File: src/rtl/cce_pkg.sv
// Shared definitions for the bus command channel engine.
// Assumes 32-bit host registers and an 8-byte bus data path.
package cce_pkg;

    localparam int WORD_W = 32;
    localparam int NBYTES = 8;
    localparam int CNT_W  = $clog2(NBYTES);
    localparam int BUS_W  = 8 * NBYTES;

    // Offsets inside one channel window
    localparam int OFS_CMD  = 'h00;
    localparam int OFS_CFG  = 'h04;
    localparam int OFS_STAT = 'h08;
    localparam int OFS_WLO  = 'h10;
    localparam int OFS_WHI  = 'h14;
    localparam int OFS_RLO  = 'h18;
    localparam int OFS_RHI  = 'h1C;

    typedef enum logic [4:0] {
        OP_XWRL = 5'd0,  OP_XRDL = 5'd1,  OP_XWR  = 5'd2,  OP_RST  = 5'd3,
        OP_SLP  = 5'd4,  OP_SHDN = 5'd5,  OP_WAKE = 5'd6,  OP_AUTH = 5'd7,
        OP_MRD  = 5'd8,  OP_MWR  = 5'd9,  OP_XRD  = 5'd13, OP_WR   = 5'd14,
        OP_RD   = 5'd15, OP_ZWR  = 5'd16
    } cce_op_e;

    typedef enum logic [1:0] {
        OPK_WRITE = 2'd0,
        OPK_READ  = 2'd1,
        OPK_CTRL  = 2'd2,
        OPK_BAD   = 2'd3
    } op_kind_e;

    typedef struct packed {
        logic dropped;
        logic denied;
        logic failure;
        logic done;
    } cce_stat_t;

    // Classify a raw 5-bit opcode
    function automatic op_kind_e op_kind(input logic [4:0] op);
        case (op)
            OP_XRDL, OP_MRD, OP_XRD, OP_RD:                   op_kind = OPK_READ;
            OP_RST, OP_SLP, OP_SHDN, OP_WAKE:                 op_kind = OPK_CTRL;
            OP_XWRL, OP_XWR, OP_AUTH, OP_MWR, OP_WR, OP_ZWR:  op_kind = OPK_WRITE;
            default:                                          op_kind = OPK_BAD;
        endcase
    endfunction

endpackage

File: src/rtl/cce_regwin.sv
// Host register window of one channel.
// Decodes the window, holds the configuration and outgoing data words,
// produces the command-write strobe and muxes read data.
// Assumes WIN_SPAN is a power of two.
module cce_regwin
    import cce_pkg::*;
#(
    parameter int ADDR_W   = 12,
    parameter int WIN_BASE = 'h900,
    parameter int WIN_SPAN = 'h80
) (
    input  logic              clk,
    input  logic              rst_n,
    input  logic              reg_wr,
    input  logic [ADDR_W-1:0] reg_addr,
    input  logic [WORD_W-1:0] reg_wdata,
    output logic [WORD_W-1:0] reg_rdata,
    input  logic [WORD_W-1:0] cmd_last,
    input  cce_stat_t         stat,
    input  logic [BUS_W-1:0]  rd_bytes,
    output logic              cmd_wr,
    output logic [BUS_W-1:0]  wr_bytes
);

    localparam int OFS_W = $clog2(WIN_SPAN);
    localparam logic [ADDR_W-1:0] BASE_A = ADDR_W'(WIN_BASE);
    localparam logic [ADDR_W-1:0] SPAN_A = ADDR_W'(WIN_SPAN);

    logic [ADDR_W-1:0] rel;
    logic              hit;
    logic [OFS_W-1:0]  ofs;
    logic [WORD_W-1:0] cfg_q, wlo_q, whi_q;

    // Window hit and offset inside the window
    assign rel = reg_addr - BASE_A;
    assign hit = (reg_addr >= BASE_A) && (rel < SPAN_A);
    assign ofs = rel[OFS_W-1:0];

    assign cmd_wr   = reg_wr && hit && (ofs == OFS_W'(OFS_CMD));
    assign wr_bytes = {whi_q, wlo_q};

    // Writable storage: configuration and outgoing data words
    always_ff @(posedge clk) begin
        if (!rst_n) begin
            cfg_q <= '0;
            wlo_q <= '0;
            whi_q <= '0;
        end else if (reg_wr && hit) begin
            if (ofs == OFS_W'(OFS_CFG)) cfg_q <= reg_wdata;
            if (ofs == OFS_W'(OFS_WLO)) wlo_q <= reg_wdata;
            if (ofs == OFS_W'(OFS_WHI)) whi_q <= reg_wdata;
        end
    end

    // Read mux over the window
    always_comb begin
        reg_rdata = '0;
        if (hit) begin
            case (ofs)
                OFS_W'(OFS_CMD):  reg_rdata = cmd_last;
                OFS_W'(OFS_CFG):  reg_rdata = cfg_q;
                OFS_W'(OFS_STAT): reg_rdata = {{(WORD_W-4){1'b0}}, stat};
                OFS_W'(OFS_WLO):  reg_rdata = wlo_q;
                OFS_W'(OFS_WHI):  reg_rdata = whi_q;
                OFS_W'(OFS_RLO):  reg_rdata = rd_bytes[WORD_W-1:0];
                OFS_W'(OFS_RHI):  reg_rdata = rd_bytes[BUS_W-1:WORD_W];
                default:          reg_rdata = '0;
            endcase
        end
    end

endmodule

File: src/rtl/cce_decode.sv
// Command decode: classifies the opcode and forms the bus address, length
// and byte-masked write data that a command would issue.
// Purely combinational; the sequencer latches the results.
module cce_decode
    import cce_pkg::*;
(
    input  logic [4:0]       op,
    input  logic [CNT_W-1:0] cnt,
    input  logic [15:0]      raddr,
    input  logic [BUS_W-1:0] wr_bytes,
    output op_kind_e         kind,
    output logic [15:0]      addr_d,
    output logic [CNT_W-1:0] len_d,
    output logic [BUS_W-1:0] wdata_d
);

    logic [NBYTES-1:0] keep;

    // Opcode class
    assign kind = op_kind(op);

    // Control commands carry no address or count
    assign addr_d = (kind == OPK_CTRL) ? 16'h0000 : raddr;
    assign len_d  = (kind == OPK_CTRL) ? '0 : cnt;

    // Per-byte keep mask and write-data gating
    for (genvar b = 0; b < NBYTES; b++) begin : g_byte
        assign keep[b] = (CNT_W'(b) <= cnt);
        assign wdata_d[8*b +: 8] = (kind == OPK_WRITE && keep[b]) ? wr_bytes[8*b +: 8] : 8'h00;
    end

endmodule

File: src/rtl/cce_seq.sv
// Transaction sequencer: accepts a command when idle, resolves denied and
// undefined commands at once, otherwise holds a bus request until the
// acknowledge, then records status and captures read bytes.
// Assumes bus_ack is only meaningful while bus_req is high.
module cce_seq
    import cce_pkg::*;
(
    input  logic              clk,
    input  logic              rst_n,
    input  logic              cmd_wr,
    input  logic [WORD_W-1:0] cmd_word,
    input  op_kind_e          kind,
    input  logic [15:0]       addr_d,
    input  logic [CNT_W-1:0]  len_d,
    input  logic [BUS_W-1:0]  wdata_d,
    input  logic              bus_permit,
    input  logic              bus_ack,
    input  logic              bus_fail,
    input  logic              bus_drop,
    input  logic [BUS_W-1:0]  bus_rdata,
    output logic              cmd_accept,
    output logic              bus_req,
    output logic [4:0]        bus_opcode,
    output logic [3:0]        bus_sid,
    output logic [15:0]       bus_addr,
    output logic [CNT_W-1:0]  bus_len,
    output logic [BUS_W-1:0]  bus_wdata,
    output cce_stat_t         stat,
    output logic [BUS_W-1:0]  rd_bytes,
    output logic [WORD_W-1:0] cmd_last
);

    typedef enum logic {ST_IDLE, ST_BUSY} st_e;

    st_e               st_q;
    logic              is_rd_q;
    logic [BUS_W-1:0]  rd_masked;

    assign cmd_accept = cmd_wr && (st_q == ST_IDLE);
    assign bus_req    = (st_q == ST_BUSY);

    // Returned bytes beyond the count are forced to zero
    for (genvar b = 0; b < NBYTES; b++) begin : g_rmask
        assign rd_masked[8*b +: 8] = (CNT_W'(b) <= bus_len) ? bus_rdata[8*b +: 8] : 8'h00;
    end

    // State, latched bus fields, status and read capture
    always_ff @(posedge clk) begin
        if (!rst_n) begin
            st_q       <= ST_IDLE;
            is_rd_q    <= 1'b0;
            bus_opcode <= '0;
            bus_sid    <= '0;
            bus_addr   <= '0;
            bus_len    <= '0;
            bus_wdata  <= '0;
            stat       <= '0;
            rd_bytes   <= '0;
            cmd_last   <= '0;
        end else begin
            case (st_q)
                ST_IDLE: begin
                    if (cmd_accept) begin
                        cmd_last <= cmd_word;
                        stat     <= '0;
                        if (!bus_permit) begin
                            stat.done   <= 1'b1;
                            stat.denied <= 1'b1;
                        end else if (kind == OPK_BAD) begin
                            stat.done    <= 1'b1;
                            stat.failure <= 1'b1;
                        end else begin
                            st_q       <= ST_BUSY;
                            is_rd_q    <= (kind == OPK_READ);
                            bus_opcode <= cmd_word[31:27];
                            bus_sid    <= cmd_word[23:20];
                            bus_addr   <= addr_d;
                            bus_len    <= len_d;
                            bus_wdata  <= wdata_d;
                        end
                    end
                end
                ST_BUSY: begin
                    if (bus_ack) begin
                        st_q         <= ST_IDLE;
                        stat.done    <= 1'b1;
                        stat.failure <= bus_fail;
                        stat.dropped <= bus_drop;
                        if (is_rd_q && !bus_fail && !bus_drop) rd_bytes <= rd_masked;
                    end
                end
                default: st_q <= ST_IDLE;
            endcase
        end
    end

endmodule

File: src/rtl/cmd_chan_engine.sv
// Top of one bus command channel: register window, command decode and
// transaction sequencer. CHAN_IDX selects which window of the channel
// array this instance answers.
module cmd_chan_engine
    import cce_pkg::*;
#(
    parameter int ADDR_W     = 12,
    parameter int WIN_FIRST  = 'h800,
    parameter int WIN_STRIDE = 'h80,
    parameter int CHAN_IDX   = 2
) (
    input  logic              clk,
    input  logic              rst_n,
    input  logic              reg_wr,
    input  logic [ADDR_W-1:0] reg_addr,
    input  logic [31:0]       reg_wdata,
    output logic [31:0]       reg_rdata,
    input  logic              bus_permit,
    output logic              bus_req,
    output logic [4:0]        bus_opcode,
    output logic [3:0]        bus_sid,
    output logic [15:0]       bus_addr,
    output logic [2:0]        bus_len,
    output logic [63:0]       bus_wdata,
    input  logic              bus_ack,
    input  logic              bus_fail,
    input  logic              bus_drop,
    input  logic [63:0]       bus_rdata
);

    localparam int WIN_BASE = WIN_FIRST + WIN_STRIDE * CHAN_IDX;

    logic              cmd_wr;
    logic              cmd_accept;
    logic [BUS_W-1:0]  wr_bytes;
    logic [BUS_W-1:0]  rd_bytes;
    logic [WORD_W-1:0] cmd_last;
    cce_stat_t         stat_q;
    op_kind_e          kind;
    logic [15:0]       addr_d;
    logic [CNT_W-1:0]  len_d;
    logic [BUS_W-1:0]  wdata_d;

    cce_regwin #(
        .ADDR_W  (ADDR_W),
        .WIN_BASE(WIN_BASE),
        .WIN_SPAN(WIN_STRIDE)
    ) u_win (
        .clk      (clk),
        .rst_n    (rst_n),
        .reg_wr   (reg_wr),
        .reg_addr (reg_addr),
        .reg_wdata(reg_wdata),
        .reg_rdata(reg_rdata),
        .cmd_last (cmd_last),
        .stat     (stat_q),
        .rd_bytes (rd_bytes),
        .cmd_wr   (cmd_wr),
        .wr_bytes (wr_bytes)
    );

    cce_decode u_dec (
        .op      (reg_wdata[31:27]),
        .cnt     (reg_wdata[2:0]),
        .raddr   (reg_wdata[19:4]),
        .wr_bytes(wr_bytes),
        .kind    (kind),
        .addr_d  (addr_d),
        .len_d   (len_d),
        .wdata_d (wdata_d)
    );

    cce_seq u_seq (
        .clk       (clk),
        .rst_n     (rst_n),
        .cmd_wr    (cmd_wr),
        .cmd_word  (reg_wdata),
        .kind      (kind),
        .addr_d    (addr_d),
        .len_d     (len_d),
        .wdata_d   (wdata_d),
        .bus_permit(bus_permit),
        .bus_ack   (bus_ack),
        .bus_fail  (bus_fail),
        .bus_drop  (bus_drop),
        .bus_rdata (bus_rdata),
        .cmd_accept(cmd_accept),
        .bus_req   (bus_req),
        .bus_opcode(bus_opcode),
        .bus_sid   (bus_sid),
        .bus_addr  (bus_addr),
        .bus_len   (bus_len),
        .bus_wdata (bus_wdata),
        .stat      (stat_q),
        .rd_bytes  (rd_bytes),
        .cmd_last  (cmd_last)
    );

endmodule

File: config.mk
export PLATFORM = sky130hd
export DESIGN_NAME = cmd_chan_engine
export DESIGN_NICKNAME = d
export VERILOG_FILES = /design/src/rtl/cce_pkg.sv /design/src/rtl/cce_regwin.sv /design/src/rtl/cce_decode.sv /design/src/rtl/cce_seq.sv /design/src/rtl/cmd_chan_engine.sv
export SDC_FILE = /design/constraint.sdc
export NUM_CORES = 1
export LEC_CHECK = 0
export ABC_AREA = 1
export CORE_MARGIN = 10
export CORE_UTILIZATION = 49
export DETAILED_ROUTE_END_ITERATION = 7
export GPL_TIMING_DRIVEN = 0
export MAX_ROUTING_LAYER = met4
export PLACE_DENSITY = 0.77
export SYNTH_ARGS = -nofsm -noshare
export SYNTH_HDL_FRONTEND = slang
export SYNTH_HIERARCHICAL = 1
export SYNTH_SLANG_ARGS = --single-unit
File: constraint.sdc
create_clock -name clk -period 1.9 [get_ports clk]
set_input_delay 0.285 -clock clk [delete_from_list [all_inputs] [get_ports clk]]
set_output_delay 0.285 -clock clk [all_outputs]
set_load 0.03 [all_outputs]
==> flow_metrics.env <==
export IMPL_cap_violations=0
export IMPL_pin_count=240
export IMPL_vias=16620
export IMPL_fillers=2349
export IMPL_endpoint="reg_rdata[31]"
export IMPL_antenna_found_initial=1
export IMPL_layout_commonest_cell="nor2_1"
export IMPL_drtAntennaViolNets=0
export IMPL_clk_insertion_delay_late_ps=510
export IMPL_final_layout_size_suffix_gt1_share_pct=19.41
export IMPL_drt_pass1_iterations=6
export IMPL_synth_edff_count=0
export IMPL_ys_warn_count=6
export IMPL_cp_arrival_ps=1780
export IMPL_critPathLaunch="reg_addr[1]"
export IMPL_p_leak_nw=8.968
export IMPL_fmax_mhz=484.8
export IMPL_dieArea_um2=36460
export IMPL_ys_flop_type="dfxtp_1"
export IMPL_setup_viol_count_final=29
export IMPL_wl_per_cell_um=20.94
export IMPL_skew_ps=15.98
export IMPL_core_area_um2=28780
export IMPL_cts_hold_buffers_added=0
export IMPL_worstReg2RegStart="u_seq/bus_req"
export IMPL_htree_levels=2
export IMPL_cts_tree="done"
export IMPL_fin_crit_ps=2063
export IMPL_min_path_type="in -> reg"
export IMPL_syn_to_final_growth_pct=46.73
export IMPL_fin_area_um2=21010
export IMPL_period_share_pct=108.6
export IMPL_syn_num_nets=2455
export IMPL_status="finished with violations"
export IMPL_crit_required_ps=1620
export IMPL_worst_r2r_setup_slack_ps=250
export IMPL_cts_sinks=290
export IMPL_die_h_um=191.0
export IMPL_grt_max_degree=13
export IMPL_dpl_hpwl_um=44450
export IMPL_layout_setup_ws_ps=-162.9
export IMPL_r2r_cells=6
export IMPL_synthCells=2340
export IMPL_ir_drop_uv=553.6
export IMPL_worstReg2RegEnd="u_seq/cmd_last[18]"
export IMPL_rsz0062_at_grt="yes"
export IMPL_startpoint_type="input port"
export IMPL_synth_distinct_cells=23
export IMPL_p_total_mw=14.07
export IMPL_postSynthAreaPerCell_um2=6.120
export IMPL_syn_area_um2=14320
export IMPL_worst_pin_slew_ps=987.5
export IMPL_multi_input_area_um2=7985
export IMPL_drt_iter0_drc=2078
export IMPL_violations="setup timing"
export IMPL_cts_buffer_depth=3
export IMPL_dpl_cell_area_um2=17190
export IMPL_postRouteWirelength_um=64490
export IMPL_start_util_pct=49.76
export IMPL_drc=0
export IMPL_via_per_inst=5.396
export IMPL_first_global_vias=16020
export IMPL_ys_async_sr_fraction_pct=0
export IMPL_num_rows=62
export IMPL_clockRootBuffer="clkbuf_16"
export IMPL_fin_hold_ws_ps=153.6
export IMPL_maxSlewHeadroom_pct=34.17
export IMPL_clk_pin_slew_ps=60
export IMPL_final_cell_mix="nor2_1 (657), nand2_1 (417), inv_1 (296), dfxtp_1 (290), clkdlybuf4s50_1 (183)"
export IMPL_nets=2788
export IMPL_seq_area_frac_synth_pct=40.54
export IMPL_gp_congestion=1.012
export IMPL_slew_viol_final=0
export IMPL_ys_ff_latch=290
export IMPL_grt_pass1_wl_um=93460
export IMPL_track_usage_pct=34.15
export IMPL_die_w_um=191.0
export IMPL_crit_type="in -> out"
export IMPL_gr_total_overflow=0
export IMPL_seqCellArea_um2=5806
export IMPL_p_per_area_nw_per_um2=669.9
export IMPL_port_buffers=238
export IMPL_endpoint_kind="output port"
export IMPL_numCtsBuffers=35
export IMPL_path_max_fanout=10
export IMPL_hold_viol=0
==> metrics by stage <==
step / TNS (ps) / std cells / utilization [%] / setup slack [ps]
2_1_floorplan: 0 / 2340 / - / 17.49
3_3_place_gp: -202570 / 2962 / 59.72 / -1469
3_5_place_dp: -208440 / 2962 / 59.72 / -1515
4_1_cts: -2158 / 3070 / 71.37 / -105.6
5_1_grt: -2421 / 3080 / 73.01 / -138.8
6_report: -1601 / 3080 / 73.01 / -162.9
==> critical path: stages <==
cell,delay (ps)
buf_6,100
inv_6,60
nand2_8,80
nor2_4,190
buf_8,190
buf_12,160
nand3_1,130
nand2_1,110
inv_1,80
a21oi_4,210
buf_6,160
==> final cells by class <==
cell class | instances | area share (%)
Multi-Input combinational cell | 1603 | 38.00
Sequential cell | 290 | 27.63
Timing Repair Buffer | 298 | 15.35
Inverter | 311 | 5.615
Buffer | 134 | 5.580
Clock buffer | 55 | 5.157
Tap cell | 384 | 2.287
Clock inverter | 4 | 0.3632
Antenna cell | 1 | 0.01191
==> metal layers <==
metal | up-vias | share of wire [%] | track usage, %
met2 | 1115 | 46 | 54.84
met1 | 7466 | 36 | 38.99
met4 | 0 | 6.8 | 19.96
met3 | 302 | 11 | 6.851
met5 | - | 0 | -
li1 | 7737 | - | -
==> repair_timing <==
item,CTS,global route
endpoints found under the hold margin,0,0
resized for setup,672,152
gates cloned,16,3
buffers inserted,33,22
endpoints found under the setup margin,164,160
pin swaps,119,79
==> sequential cells by signal, indices dropped and copies added, names as in the netlist <==
register / flops
u_win/whi_q: 32
u_seq/rd_bytes: 64
u_seq/bus_addr: 16
u_win/wlo_q: 32
u_seq/bus_len: 3
u_seq/cmd_last: 32
u_seq/bus_req: 1
u_win/cfg_q: 32
u_seq/stat: 4
u_seq/is_rd_q: 1
u_seq/bus_opcode: 5
u_seq/bus_wdata: 64
u_seq/bus_sid: 4
==> cells in the mapped netlist (3+ instances only) <==
| cell type | number | area share [%] |
|---|---|---|
| nor2_4 | 4 | 0.31 |
| o21ai_1 | 29 | 1.0 |
| nand4_1 | 7 | 0.31 |
| nor2_1 | 699 | 18 |
| nor2_2 | 9 | 0.39 |
| buf_1 | 4 | 0.10 |
| buf_4 | 23 | 1.2 |
| buf_2 | 67 | 2.3 |
| dfxtp_1 | 290 | 41 |
| a21boi_0 | 3 | 0.16 |
| nand2_2 | 5 | 0.22 |
| o21ai_0 | 106 | 3.7 |
| nand3_1 | 205 | 7.2 |
| inv_2 | 8 | 0.21 |
| nand2_1 | 489 | 13 |
| clkbuf_1 | 36 | 0.94 |
| inv_1 | 303 | 7.9 |
| buf_6 | 6 | 0.47 |
| a21oi_1 | 43 | 1.5 |
==> kinds of logic (layout without fill, tap and decap cells) <==
logic type	count (synthesis)	after routing	synth area share [%]
AND/OR/NAND/NOR	1421	1421	39.81
other	0	1	0
buffers and inverters	447	802	13.22
flip-flops	290	290	40.54
AO/OA/AOI/OAI	182	182	6.431
==> worst min path at each step <==
stage                                   start                   to  slack [ps]  depth (start not counted)
after floorplan                    bus_permit        u_seq/stat[2]         380                          1
after global placement          u_seq/is_rd_q        u_seq/is_rd_q         460                          2
after detailed placement  u_seq/bus_wdata[17]  u_seq/bus_wdata[17]         470                          2
after CTS                               rst_n      u_win/cfg_q[21]         130                          3
after global routing            reg_wdata[28]      u_win/cfg_q[28]         170                          3
final                           reg_wdata[28]      u_win/whi_q[28]         150                          3
==> power breakdown <==
part           switching (mW)  leakage (nW)  internal, mW
sequential           0.000591          2.33          6.08
clock                    2.64         0.570          4.17
combinational           0.686          6.06         0.496
(Power assumes the default switching activity.)
